`config.mk`:
```
export PLATFORM = sky130hd
export DESIGN_NAME = dpd_wake_ctrl
export DESIGN_NICKNAME = d
export VERILOG_FILES = /design/src/rtl/dpd_wake_pkg.sv /design/src/rtl/dpd_strobe_sync.sv /design/src/rtl/dpd_wake_detect.sv /design/src/rtl/dpd_ctrl_regs.sv /design/src/rtl/dpd_wake_fsm.sv /design/src/rtl/dpd_wake_ctrl.sv
export SDC_FILE = /design/constraint.sdc
export NUM_CORES = 1
export LEC_CHECK = 0
export ABC_AREA = 1
export CELL_PAD_IN_SITES_DETAIL_PLACEMENT = 1
export CELL_PAD_IN_SITES_GLOBAL_PLACEMENT = 2
export CORE_UTILIZATION = 30
export CTS_BUF_LIST = sky130_fd_sc_hd__clkbuf_2
export CTS_CLUSTER_DIAMETER = 120
export DETAILED_ROUTE_END_ITERATION = 10
export DONT_BUFFER_PORTS = 1
export MAX_ROUTING_LAYER = met4
export PLACE_DENSITY = 0.76
export SLEW_MARGIN = 10
export SYNTH_ARGS = -nofsm -noshare
export SYNTH_HDL_FRONTEND = slang
export SYNTH_HIERARCHICAL = 1
export SYNTH_SLANG_ARGS = --single-unit
```
`constraint.sdc`:
```
create_clock -name clk -period 1.25 [get_ports clk]
set_clock_uncertainty 0.1 [all_clocks]
set_input_delay 0 -clock clk [delete_from_list [all_inputs] [get_ports clk]]
set_output_delay 0 -clock clk [all_outputs]
set_load 0.005 [all_outputs]
```
`src/rtl/dpd_wake_pkg.sv`:
```
package dpd_wake_pkg;
  localparam int REG_W      = 16;
  localparam int BIT_PD     = 0;
  localparam int BIT_WSEL   = 1;
  localparam int N_STROBES  = 3;
  localparam int IDX_CE     = 0;
  localparam int IDX_OE     = 1;
  localparam int IDX_WE     = 2;

  typedef enum logic {
    ST_ACTIVE = 1'b0,
    ST_ASLEEP = 1'b1
  } pd_state_t;
endpackage

```
`src/rtl/dpd_strobe_sync.sv`:
```
module dpd_strobe_sync #(
  parameter int WIDTH  = 3,
  parameter int STAGES = 2
) (
  input  logic             clk,
  input  logic             rst,
  input  logic [WIDTH-1:0] async_n,
  output logic [WIDTH-1:0] asserted
);
  localparam int LAST = STAGES - 1;

  for (genvar b = 0; b < WIDTH; b++) begin : g_bit
    logic [STAGES-1:0] chain;
    always_ff @(posedge clk) begin
      if (rst) chain <= '0;
      else     chain <= {chain[STAGES-2:0], ~async_n[b]};
    end
    assign asserted[b] = chain[LAST];
  end
endmodule

```
`src/rtl/dpd_wake_detect.sv`:
```
module dpd_wake_detect
  import dpd_wake_pkg::*;
(
  input  logic                 clk,
  input  logic                 rst,
  input  logic [N_STROBES-1:0] strobe_s,
  input  logic                 wake_sel,
  output logic                 trig
);
  logic qual, qual_q;

  always_comb begin
    if (wake_sel)
      qual = strobe_s[IDX_CE] & (strobe_s[IDX_OE] | strobe_s[IDX_WE]);
    else
      qual = strobe_s[IDX_CE];
  end

  always_ff @(posedge clk) begin
    if (rst) qual_q <= 1'b0;
    else     qual_q <= qual;
  end

  assign trig = qual & ~qual_q;

  p_sel1_needs_data_strobe_r7: assert property (@(posedge clk) disable iff (rst)
    (trig && wake_sel) |-> (strobe_s[IDX_OE] || strobe_s[IDX_WE]));
  p_trig_new_assertion_r10: assert property (@(posedge clk) disable iff (rst)
    trig |=> !trig);
endmodule

```
`src/rtl/dpd_ctrl_regs.sv`:
```
module dpd_ctrl_regs
  import dpd_wake_pkg::*;
#(
  parameter int             ADDR_W    = 4,
  parameter logic [ADDR_W-1:0] CTRL_ADDR = 4'h6
) (
  input  logic              clk,
  input  logic              rst,
  input  logic [ADDR_W-1:0] reg_addr,
  input  logic              reg_wr,
  input  logic [REG_W-1:0]  reg_wdata,
  input  logic              pd_state,
  output logic              wake_sel,
  output logic              pd_set_req,
  output logic [REG_W-1:0]  reg_rdata
);
  logic hit;
  logic [REG_W-1:0] view;

  assign hit        = (reg_addr == CTRL_ADDR);
  assign pd_set_req = reg_wr & hit & reg_wdata[BIT_PD];

  always_ff @(posedge clk) begin
    if (rst)              wake_sel <= 1'b0;
    else if (reg_wr && hit) wake_sel <= reg_wdata[BIT_WSEL];
  end

  always_comb begin
    view           = '0;
    view[BIT_PD]   = pd_state;
    view[BIT_WSEL] = wake_sel;
  end

  always_ff @(posedge clk) begin
    if (rst)      reg_rdata <= '0;
    else if (hit) reg_rdata <= view;
    else          reg_rdata <= '0;
  end

  p_sel_holds_without_write_r5: assert property (@(posedge clk) disable iff (rst)
    !(reg_wr && hit) |=> $stable(wake_sel));
endmodule

```
`src/rtl/dpd_wake_fsm.sv`:
```
module dpd_wake_fsm
  import dpd_wake_pkg::*;
(
  input  logic clk,
  input  logic rst,
  input  logic pd_set_req,
  input  logic trig,
  output logic pd_active,
  output logic wake_pulse
);
  pd_state_t state;

  always_ff @(posedge clk) begin
    if (rst) begin
      state      <= ST_ACTIVE;
      wake_pulse <= 1'b0;
    end else begin
      wake_pulse <= 1'b0;
      case (state)
        ST_ACTIVE: if (pd_set_req) state <= ST_ASLEEP;
        ST_ASLEEP: if (trig && !pd_set_req) begin
          state      <= ST_ACTIVE;
          wake_pulse <= 1'b1;
        end
        default: state <= ST_ACTIVE;
      endcase
    end
  end

  assign pd_active = (state == ST_ASLEEP);

  p_enter_on_write_r3: assert property (@(posedge clk) disable iff (rst)
    pd_set_req |=> pd_active);
  p_stay_asleep_r4: assert property (@(posedge clk) disable iff (rst)
    (pd_active && !trig) |=> pd_active);
  p_pulse_one_cycle_r9: assert property (@(posedge clk) disable iff (rst)
    wake_pulse |=> !wake_pulse);
  p_pulse_only_on_exit_r9: assert property (@(posedge clk) disable iff (rst)
    wake_pulse |-> (!pd_active && $past(pd_active)));
endmodule

```
`src/rtl/dpd_wake_ctrl.sv`:
```
module dpd_wake_ctrl
  import dpd_wake_pkg::*;
#(
  parameter int                ADDR_W      = 4,
  parameter logic [ADDR_W-1:0] CTRL_ADDR   = 4'h6,
  parameter int                SYNC_STAGES = 2
) (
  input  logic              clk,
  input  logic              rst,
  input  logic [ADDR_W-1:0] reg_addr,
  input  logic              reg_wr,
  input  logic [15:0]       reg_wdata,
  output logic [15:0]       reg_rdata,
  input  logic              host_ce_n,
  input  logic              host_oe_n,
  input  logic              host_we_n,
  output logic              pd_active,
  output logic              wake_pulse
);
  logic [N_STROBES-1:0] strobes_n, strobes_s;
  logic wake_sel, pd_set_req, trig;

  always_comb begin
    strobes_n         = '1;
    strobes_n[IDX_CE] = host_ce_n;
    strobes_n[IDX_OE] = host_oe_n;
    strobes_n[IDX_WE] = host_we_n;
  end

  dpd_strobe_sync #(.WIDTH(N_STROBES), .STAGES(SYNC_STAGES)) sync_i (
    .clk(clk), .rst(rst), .async_n(strobes_n), .asserted(strobes_s));

  dpd_wake_detect detect_i (
    .clk(clk), .rst(rst), .strobe_s(strobes_s), .wake_sel(wake_sel), .trig(trig));

  dpd_ctrl_regs #(.ADDR_W(ADDR_W), .CTRL_ADDR(CTRL_ADDR)) regs_i (
    .clk(clk), .rst(rst), .reg_addr(reg_addr), .reg_wr(reg_wr),
    .reg_wdata(reg_wdata), .pd_state(pd_active), .wake_sel(wake_sel),
    .pd_set_req(pd_set_req), .reg_rdata(reg_rdata));

  dpd_wake_fsm fsm_i (
    .clk(clk), .rst(rst), .pd_set_req(pd_set_req), .trig(trig),
    .pd_active(pd_active), .wake_pulse(wake_pulse));
endmodule

```
==> results.md, run 1 <==
- Avg Vias per Cell: 3.72
- CTS Sinks: 12
- Crit path kind: primary input to flip-flop
- CTS tree: done
- Layout cells sized above 1: 0.0886
- CP arrival: 1.19 ns
- Util after Layout: 0.388
- RSZ-0062 raised after global routing: no
- Most frequent cells in the layout: conb_1 (14), nor2_1 (13), dfxtp_1 (12), inv_1 (12), dlygate4sd3_1 (11)
- Fin Hold WS: 0.226 ns
- Area leader, netlist: dfxtp_1
- Synth Warn #: 6
- N_diodes: 0
- Setup Viol. Count Final: 0
- Largest cells by area after synthesis: dfxtp_1 (45%), buf_4 (24%), nor2_1 (9.1%)
- CP Max Fanout: 3
- Io pins: 44
- # hold bufs at CTS: 11
- WL per Instance: 8.71 µm
- RePlAce Congestion: 0.660
- Worst Hold Class: primary input to flip-flop
- Remaining antenna violation count after routing: 0
- Worst Path Required: 1.35 ns
- Yosys reg bits: 12
- Vias in the first global route: 390
- Worst-Skew Late Latency: 0.26 ns
- Total routed wirelength: 897 µm
- Pwr/cell area: 1060 mW/mm²
- Mapped Area: 538 µm²
- Gr usage total: 0.116
- Die Width: 44.4 µm
- Clock transition at path regs: 0.11 ns
- Largest net degree at the start of global routing: 11
- Post-synthesis sequential area ratio: 0.447
- Root Driver: clkbuf_2
- Static leakage: 0.287 nW
- Synthesized area per cell: 7.91 µm²
- Int Power: 494 µW
- Post-detail-place hpwl: 608 µm
- Clk network pwr share: 0.291
- Sw Ratio: 0.244
- PortBufs: 0
- Critical Path Start Type: primary input
- Max_cap viols: 0
- Bufs on Longest Clock Path: 2
- Total gr overflow: 0
- Post-synth top area share: 0.447
- Starting Density: 0.338
- CTS Buf Count: 3
- Status: completed
- Comb pwr share: 0.102
- Placement Rows: 14
- # DRC: 0
- Postcts setup bufs: 0
- NetSw: 160 µW
- VDD IR-drop max: 0.501 mV
- Commonest non-fill, non-tap cell in the layout: conb_1
- Synth-to-Final Area Change: 14.9%
- Seq pwr share: 0.607
- First-pass GRT wire length: 1480 µm
- Mapped Cells: 68
- Fin. Hold Viols: 0
- Die Y: 44.4 µm
- Die footprint: 0.00197 mm²
- Final net count: 106
- Resized Gates After CTS: 0
- Core area: 0.00159 mm²
- Final Max Slew Viols: 0
- Post-synth cell types: 12
- Initial antenna violation count: 0
- Final period demand of the worst path: 1.09 ns
- F_max: 917 MHz
- Vias: 383
- Initial DRC count: 7
- Critical path endpoint category: flip-flop
- H-tree Lvls: 1
- Tcrit/Tclk final: 0.873
- DR pass1 iterations: 4
- TNS Setup: 0 ns
-- final cells by class --
| type | count | area (µm²) |
|---|---|---|
| fillers | 202 | 976 |
| repair buffers | 11 | 110 |
| inverters | 12 | 45.0 |
| multi-input cells | 40 | 174 |
| clock inverters | 1 | 3.75 |
| well taps | 24 | 30.0 |
| flip-flops and latches | 12 | 240 |
| clock buffers | 3 | 15.0 |
-- registers in the layout, indices dropped and copies added, names as in the netlist --
signal	cells
regs_i/wake_sel	1
detect_i/qual_q	1
fsm_i/wake_pulse	1
fsm_i/pd_active	1
sync_i/g_bit.chain	6
regs_i/reg_rdata	2
-- synthesized netlist by cell type --
cell,instances
nand4_1,1
nor2_2,1
nand3_1,1
nand3_2,1
a21oi_2,1
nor3_2,1
nor2_1,13
inv_1,12
dfxtp_1,12
nand2_1,7
buf_4,17
conb_1,1
-- per-layer routing --
metal | track usage | up-vias | part of all wire
met1 | 0.100 | 175 | 0.39
li1 | - | 188 | -
met2 | 0.194 | 18 | 0.54
met3 | 0.0735 | 2 | 0.058
met4 | 0.0545 | 0 | 0.016
met5 | - | - | 0
-- path summary, 6_finish.rpt --
kind	from	slack, ns	end	cells after the start
worst max-delay path	reg_addr[0]	0.16	fsm_i/pd_active	6
worst min-delay path	host_oe_n	0.23	sync_i/g_bit[1].chain[0]	2
worst max register to register	sync_i/g_bit[1].chain[1]	0.23	fsm_i/pd_active	7
worst min register to register	sync_i/g_bit[0].chain[0]	0.32	sync_i/g_bit[0].chain[1]	2
-- power groups by stage --
stage | combinational [mW] | sequential [mW] | clock (mW)
floorplan | 0.0649 | 0.404 | 0
global placement | 0.0304 | 0.405 | 0
detailed placement | 0.0321 | 0.405 | 0
CTS | 0.0657 | 0.397 | 0.202
global route | 0.0757 | 0.398 | 0.229
finish | 0.0666 | 0.397 | 0.190
-- worst max-delay path, cell delays in order --
cell and delay (ns):
dlygate4sd3_1 0.55, nor2_2 0.17, nand3_2 0.11, nor2_1 0.16, inv_1 0.07, a21oi_2 0.12
-- metrics by stage --
stage,cell area [µm²],power [mW],setup WS (ns),std cells
3_3_place_gp,489,0.435,0.301,88
6_report,618,0.654,0.159,103
3_5_place_dp,489,0.438,0.280,88
4_1_cts,618,0.664,0.167,103
2_1_floorplan,587,0.469,0.274,81
5_1_grt,618,0.703,0.111,103
-- logic make-up (layout without fill, tap and decap cells) --
group	Yosys count	in the layout	synth area share
buffers and inverters	29	27	0.321
and+or+nand+nor	25	25	0.209
DFF	12	12	0.447
other	1	14	0.00697
AOI/OAI and AO/OA	1	1	0.0163
Power figures use the tool's default switching activity.
==> run 2, diff against run 1 <==
- CORE_UTILIZATION: 30 -> 29
- PLACE_DENSITY: 0.76 -> 0.75
- SYNTH_HIERARCHICAL: 1 -> not set
==> run 2 against run 1 <==
  * Sequential share of layout area decreased by 1.1 points
  * Clock-buffer cell count unchanged
  * Flip-flop and latch count unchanged
  * Cell count up 5.8%
  * Synthesized cell count increased by 4.4%
  * Worst setup slack improved by 0.11 ns
  * Combinational power is 3% higher
  * First-iteration DRC count is 14% lower
  * Area after synthesis up 0.23%
  * Core utilization is 2.0 points lower
==> results.md, run 2 <==
- Number of synthesized flops with an enable pin: 0 (unchanged)
- Final net count: 111 (+4.7%)
- Async SR Flop Fraction: 0 (unchanged)
- Power Total: 658 µW (+0.70%)
- Largest cells by area after synthesis: dfxtp_1 (45%), buf_4 (21%), inv_1 (10%)
- Largest register FFs: 6 (unchanged)
- Fin. Hold Viols: 0 (unchanged)
- CTS Buf Count: 3 (unchanged)
- Starting Density: 0.312 (-0.0252)
- Sequential Area: 240 µm² (unchanged)
- Die Y: 45.1 µm (+1.7%)
- Most flops, register: sync_i.g_bit.chain
- Worst Hold Class: primary input to flip-flop
- First-pass GRT wire length: 1440 µm (-2.8%)
- CP arrival: 1.08 ns (-0.11 ns)
- Dpl cells: 94 (+6.8%)
- Initial DRC count: 6 (-1)
- Worst-Skew Late Latency: 0.26 ns (about the same)
- Filler cells: 236 (+17%)
- Total gr overflow: 0 (unchanged)
- Worst Path Required: 1.35 ns (about the same)
- Max_cap viols: 0 (unchanged)
- CTS Sinks: 12 (unchanged)
- F_max: 1020 MHz (+11%)
- Vias in the first global route: 342 (-12%)
- Area leader, netlist: dfxtp_1
- Vias: 414 (+8.1%)
- Final period demand of the worst path: 0.980 ns (-0.110 ns)
- Root Driver: clkbuf_2
- H-tree Lvls: 1 (unchanged)
- Post-synth top area share: 0.445 (-0.00104)
- Area occupied by multi-input gates: 179 µm² (+2.9%)
- RePlAce Congestion: 0.675 (+2.2%)
- Synth cell count leaders: buf_4 (15), inv_1 (15), dfxtp_1 (12)
- Synth-to-Final Area Change: 17.9%
- Io pins: 44 (unchanged)
- Synthesized area per cell: 7.60 µm² (-4.0%)
- Resized Gates After CTS: 0 (unchanged)
- Post-synth top flop: dfxtp_1
- PortBufs: 0 (unchanged)
- Post-synthesis sequential area ratio: 0.445 (-0.00104)
- Int Power: 495 µW (+0.20%)
- Post-synth cell types: 11 (-1)
- Comb pwr share: 0.104 (+0.002)
- # DRC: 0 (unchanged)
- Static leakage: 0.307 nW (+7.0%)
- Yosys reg bits: 12 (unchanged)
- Largest net degree at the start of global routing: 12 (+1)
- Clock transition at path regs: 0.12 ns (about the same)
- Core area: 0.00173 mm² (+8.3%)
- Die footprint: 0.00204 mm² (+3.5%)
- CTS tree: done
- Die Width: 45.1 µm (+1.7%)
- RSZ-0062 raised after global routing: no
- DR pass1 iterations: 4 (unchanged)
- Critical Path Start Type: primary input
- # hold bufs at CTS: 11 (unchanged)
- N_diodes: 0 (unchanged)
- Layout cells sized above 1: 0.0595 (-0.0291)
- Fin area: 636 µm² (+2.8%)
- Final Max Slew Viols: 0 (unchanged)
- Critical path endpoint category: flip-flop
- Seq pwr share: 0.602 (-0.005)
- Avg Vias per Cell: 3.80 (+2.1%)
- Sw Ratio: 0.248 (+0.00376)
- Pwr/cell area: 1040 mW/mm² (-2.1%)
- Clk network pwr share: 0.293 (+0.002)
- NetSw: 163 µW (+2.3%)
- Mapped Area: 539 µm² (+0.23%)
- Leading registers by flop count: sync_i.g_bit.chain (6), regs_i.reg_rdata (2)
- Cell Count, Final, Fillers Out: 109 (+5.8%)
- Setup Viol. Count Final: 0 (unchanged)
- Most frequent cells in the layout: inv_1 (15), conb_1 (14), dfxtp_1 (12), nor2_1 (11), dlygate4sd3_1 (11)
- Postcts setup bufs: 0 (unchanged)
- Crit path kind: primary input to flip-flop
- Mapped Cells: 71 (+4.4%)
- Commonest non-fill, non-tap cell in the layout: inv_1
- CP Max Fanout: 11 (+8)
- Tcrit/Tclk final: 0.784 (-0.0882)
- Initial antenna violation count: 0 (unchanged)
- Post-DP Area: 507 µm² (+3.6%)
- Synth Warn #: 0 (-6)
- Post-detail-place hpwl: 635 µm (+4.5%)
- TNS Setup: 0 ns (unchanged)
- Gr usage total: 0.112 (-0.00388)
- WL per Instance: 8.25 µm (-5.3%)
- Remaining antenna violation count after routing: 0 (unchanged)
- VDD IR-drop max: 0.543 mV (+8.5%)
- Bufs on Longest Clock Path: 2 (unchanged)
- Total routed wirelength: 899 µm (+0.22%)
- Placement Rows: 15 (+1)
- Status: completed
[run 2: routing by layer]
metal  up-vias  part of all wire  track usage
met5         -                 0            -
met1       189              0.40        0.109
met2        19              0.52        0.171
met4         0                 0       0.0545
met3         0             0.075       0.0720
li1        206                 -            -
[run 2: worst paths after layout]
check	endpoint	start	cells after the start	slack, ns
max	fsm_i.wake_pulse	rst	4	0.27
min	sync_i.g_bit[2].chain[0]	host_we_n	2	0.23
max reg2reg	fsm_i.wake_pulse	fsm_i.pd_active	4	0.36
min reg2reg	sync_i.g_bit[1].chain[1]	sync_i.g_bit[1].chain[0]	2	0.31
[run 2: logic make-up (layout without fill, tap and decap cells)]
family                 Yosys count  in the layout  share of synthesized area
DFF                             12             12                      0.445
buffers and inverters           30             30                      0.313
and+or+nand+nor                 28             28                      0.234
other                            1             14                    0.00695
[run 2: power by group through the flow]
stage	logic, mW	clock network [mW]	registers (mW)
2_1_floorplan	0.0666	0	0.405
3_3_place_gp	0.0322	0	0.405
3_5_place_dp	0.0327	0	0.406
4_1_cts	0.0678	0.206	0.397
5_1_grt	0.0803	0.226	0.398
6_report	0.0686	0.193	0.396
[run 2: final cells by class]
class                           count  share of cell area
Clock inverter                      1             0.00591
Sequential cell                    12               0.378
Timing Repair Buffer               11               0.173
Inverter                           15              0.0886
Multi-Input combinational cell     42               0.281
Clock buffer                        3              0.0236
Tap cell                           25              0.0492
[run 2: per-stage QoR]
| stage | worst slack, ns | util | hold WS (ns) |
|---|---|---|---|
| 2_1_floorplan | 0.450 | - | -0.0276 |
| 3_3_place_gp | 0.378 | 0.293 | -0.0310 |
| 3_5_place_dp | 0.368 | 0.293 | -0.0287 |
| 4_1_cts | 0.267 | 0.368 | 0.213 |
| 5_1_grt | 0.177 | 0.368 | 0.213 |
| 6_report | 0.270 | 0.368 | 0.227 |
[run 2: critical path, cell delays in order]
cell	delay, ns
dlygate4sd3_1	0.69
nor2_1	0.20
nand4_1	0.10
nor2_1	0.09
==> run 3, diff against run 2 <==
- ABC_AREA: 1 -> 0
- CORE_UTILIZATION: 29 -> 31
- clock period: 1.25 -> 0.97 ns (I/O delays scaled with it)
==> run 3 against run 2 <==
  * The flow now finishes with violations (negative setup slack)
  * Critical path type is now flip-flop to flip-flop
  * Hold slack got worse by 0.19 ns
  * Clock power up 24%
  * Global-route usage fell by 1.8 points
  * Register-to-register slack worse by 0.50 ns
  * Routed wire length decreased by 20%
  * Critical endpoint unchanged
  * Cell count down 31%
  * First-iteration DRC count fell by 100%
  * Core utilization down 0.26 points
==> results.md, run 3 <==
- Status: complete, but fails checks
- Failing checks: negative setup slack
- Post-DP Area: 452 µm² (-11%)
- Synth cell count leaders: buf_4 (14), dfxtp_1 (12), nor2_1 (4)
- DR pass1 iterations: 1 (-3)
- Die footprint: 0.00175 mm² (-14%)
- WL met2: 345 µm (-27%)
- Cell Count, Final, Fillers Out: 75 (-31%)
- Die Width: 41.9 µm (-7.2%)
- Largest cells by area after synthesis: dfxtp_1 (49%), buf_4 (21%), nor2b_1 (3.8%)
- Fin area: 544 µm² (-14%)
- Synth-to-Final Area Change: 10.4%
- CTS Buf Count: 3 (unchanged)
- Remaining antenna violation count after routing: 0 (unchanged)
- Most common cell in the netlist: buf_4
- Most frequent cells in the layout: conb_1 (14), dfxtp_1 (11), dlygate4sd3_1 (6), nor2_1 (4)
- Mapped Cells: 50 (-30%)
- Commonest non-fill, non-tap cell in the layout: conb_1
- Vias: 308 (-26%)
- Min-delay src: reg_addr[0]
- Worst Hold Class: primary input to flip-flop
- Mapped Area: 493 µm² (-8.6%)
- Vias in the first global route: 280 (-18%)
- F_max: 901 MHz
- Post-synth top area share: 0.487 (+0.0418)
- Hold EP: regs_i.wake_sel
- RePlAce Congestion: 0.727 (+7.7%)
- WL per Instance: 9.53 µm (+16%)
- Placement Rows: 14 (-1)
- Max_cap viols: 0 (unchanged)
- Total gr overflow: 0 (unchanged)
- RSZ-0062 raised after global routing: yes
- Starting Density: 0.331 (+0.0188)
- Yosys reg bits: 12 (unchanged)
- Layout cells sized above 1: 0.119 (+0.0591)
- Area leader, netlist: dfxtp_1
- Largest register FFs: 6 (unchanged)
- Reg2reg setup slack: -0.14 ns (-0.50 ns)
- Clock transition at path regs: 0.12 ns (about the same)
- Core area: 0.00149 mm² (-14%)
- PortBufs: 0 (unchanged)
- H-tree Lvls: 1 (unchanged)
- CTS Sinks: 12 (unchanged)
- Post-synth top flop: dfxtp_1
- # DRC: 0 (unchanged)
- Routed met3 length: 75 µm (+12%)
- Final period demand of the worst path: 1.11 ns
- Io pins: 44 (unchanged)
- Number of synthesized flops with an enable pin: 0 (unchanged)
- Reg2reg path depth: 3 (-1)
- Worst Path Required: 1.01 ns (-0.34 ns)
- Final Max Slew Viols: 0 (unchanged)
- CTS tree: done
- Die Y: 41.9 µm (-7.2%)
- Gr usage total: 0.0937 (-0.0181)
- Initial DRC count: 0 (-6)
- Static leakage: 0.266 nW (-13%)
- Most flops, register: sync_i.g_bit.chain
- Pwr/cell area: 1480 mW/mm² (+43%)
- RR Startpoint: regs_i.wake_sel
- N_diodes: 0 (unchanged)
- Crit path kind: flip-flop to flip-flop
- First-pass GRT wire length: 1120 µm (-22%)
- VDD IR-drop max: 0.615 mV (+13%)
- Synthesized area per cell: 9.86 µm² (+30%)
- Fin Hold WS: 0.0381 ns (-0.189 ns)
- Initial antenna violation count: 0 (unchanged)
- Avg Vias per Cell: 4.11 (+8.1%)
- Final net count: 86 (-23%)
- Tcrit/Tclk final: 1.14
- Root Driver: clkbuf_2
- Post-synth cell types: 19 (+8)
- WL met1: 294 µm (-19%)
- Fin. Hold Viols: 0 (unchanged)
- Capturing point of the worst reg2reg path: fsm_i.wake_pulse
- CP arrival: 1.15 ns (+0.07 ns)
- Critical path endpoint category: flip-flop
- Top Metal Used: met3
- Async SR Flop Fraction: 0 (unchanged)
- Power Total: 807 µW (+23%)
- Bufs on Longest Clock Path: 2 (unchanged)
- Final WS setup: -0.140 ns (-0.409 ns)
- CP Max Fanout: 3 (-8)
- Post-synthesis sequential area ratio: 0.487 (+0.0418)
- Setup Viol. Count Final: 3 (+3)
- Dpl cells: 64 (-32%)
- Leading registers by flop count: sync_i.g_bit.chain (6), regs_i.reg_rdata (2)
- Total routed wirelength: 715 µm (-20%)
- Synth Warn #: 0 (unchanged)
- Hold path depth: 3 (+1)
- Largest net degree at the start of global routing: 9 (-3)
- Worst-Skew Late Latency: 0.26 ns (about the same)
- Critical Path Start Type: flip-flop
run 3: cell count changes in the layout (fill, tap and decap cells not counted), sizes merged, moves of 2 or more:
cell / previous run / this run
nor2b: 0 / 3
nand2: 7 / 1
dlygate4sd3: 11 / 6
and3: 0 / 3
inv: 15 / 2
nor3: 2 / 0
nand4: 3 / 0
nor2: 13 / 4
run 3: final cells by class:
class | count | area [µm²]
Clock buffer | 3 | 15.0
Multi-Input combinational cell | 34 | 184
Inverter | 2 | 7.51
Tap cell | 16 | 20.0
Fill cell | 176 | 945
Sequential cell | 12 | 241
Timing Repair Buffer | 7 | 72.6
Clock inverter | 1 | 3.75
run 3: cells by family (layout without fill, tap and decap cells):
| group | after synthesis | count (layout) | share of synthesized area |
|---|---|---|---|
| AO/OA/AOI/OAI | 4 | 4 | 0.0584 |
| buffers and inverters | 17 | 13 | 0.239 |
| flip-flops | 12 | 12 | 0.487 |
| other | 1 | 14 | 0.00761 |
| AND/OR/NAND/NOR | 16 | 16 | 0.208 |
run 3: metal layers:
layer	GRT usage	up-vias
met5	-	-
met4	0.0387	0
met3	0.0652	0
met2	0.134	22
met1	0.0994	136
li1	-	150
run 3: repair_timing:
action	4_1_cts	5_1_grt
hold buffers	7	0
pin swaps	1	0
gates resized for setup	1	1
endpoints found under the hold margin	12	0
setup endpoints to repair	3	4
buffers inserted	0	0
run 3: stage by stage:
stage / setup TNS (ns) / utilization / worst slack (ns)
finish: -0.402 / 0.366 / -0.140
global route: -0.570 / 0.366 / -0.202
CTS: -0.376 / 0.364 / -0.130
detailed placement: -0.347 / 0.303 / -0.131
global placement: -0.273 / 0.303 / -0.112
floorplan: -0.167 / - / -0.0874
run 3: critical path, stage by stage (launching register included):
cell and delay (ns):
dfxtp_2 0.34, or3b_1 0.36, nand2_1 0.13, nor4_2 0.06
run 3: worst max path at each step:
| stage | start | endpoint | slack [ns] | depth (start not counted) |
|---|---|---|---|---|
| 3_5_place_dp | regs_i.wake_sel | fsm_i.pd_active | -0.13 | 3 |
| 4_1_cts | regs_i.wake_sel | fsm_i.wake_pulse | -0.13 | 3 |
| 3_3_place_gp | regs_i.wake_sel | fsm_i.pd_active | -0.11 | 3 |
| 6_report | regs_i.wake_sel | fsm_i.wake_pulse | -0.14 | 3 |
| 2_1_floorplan | regs_i.wake_sel | fsm_i.pd_active | -0.09 | 3 |
| 5_1_grt | regs_i.wake_sel | fsm_i.pd_active | -0.20 | 3 |
run 3: power breakdown:
part	switching (mW)	internal, mW	total (mW)
sequential	0.00385	0.506	0.510
combinational	0.0296	0.0289	0.0585
clock	0.149	0.0896	0.239
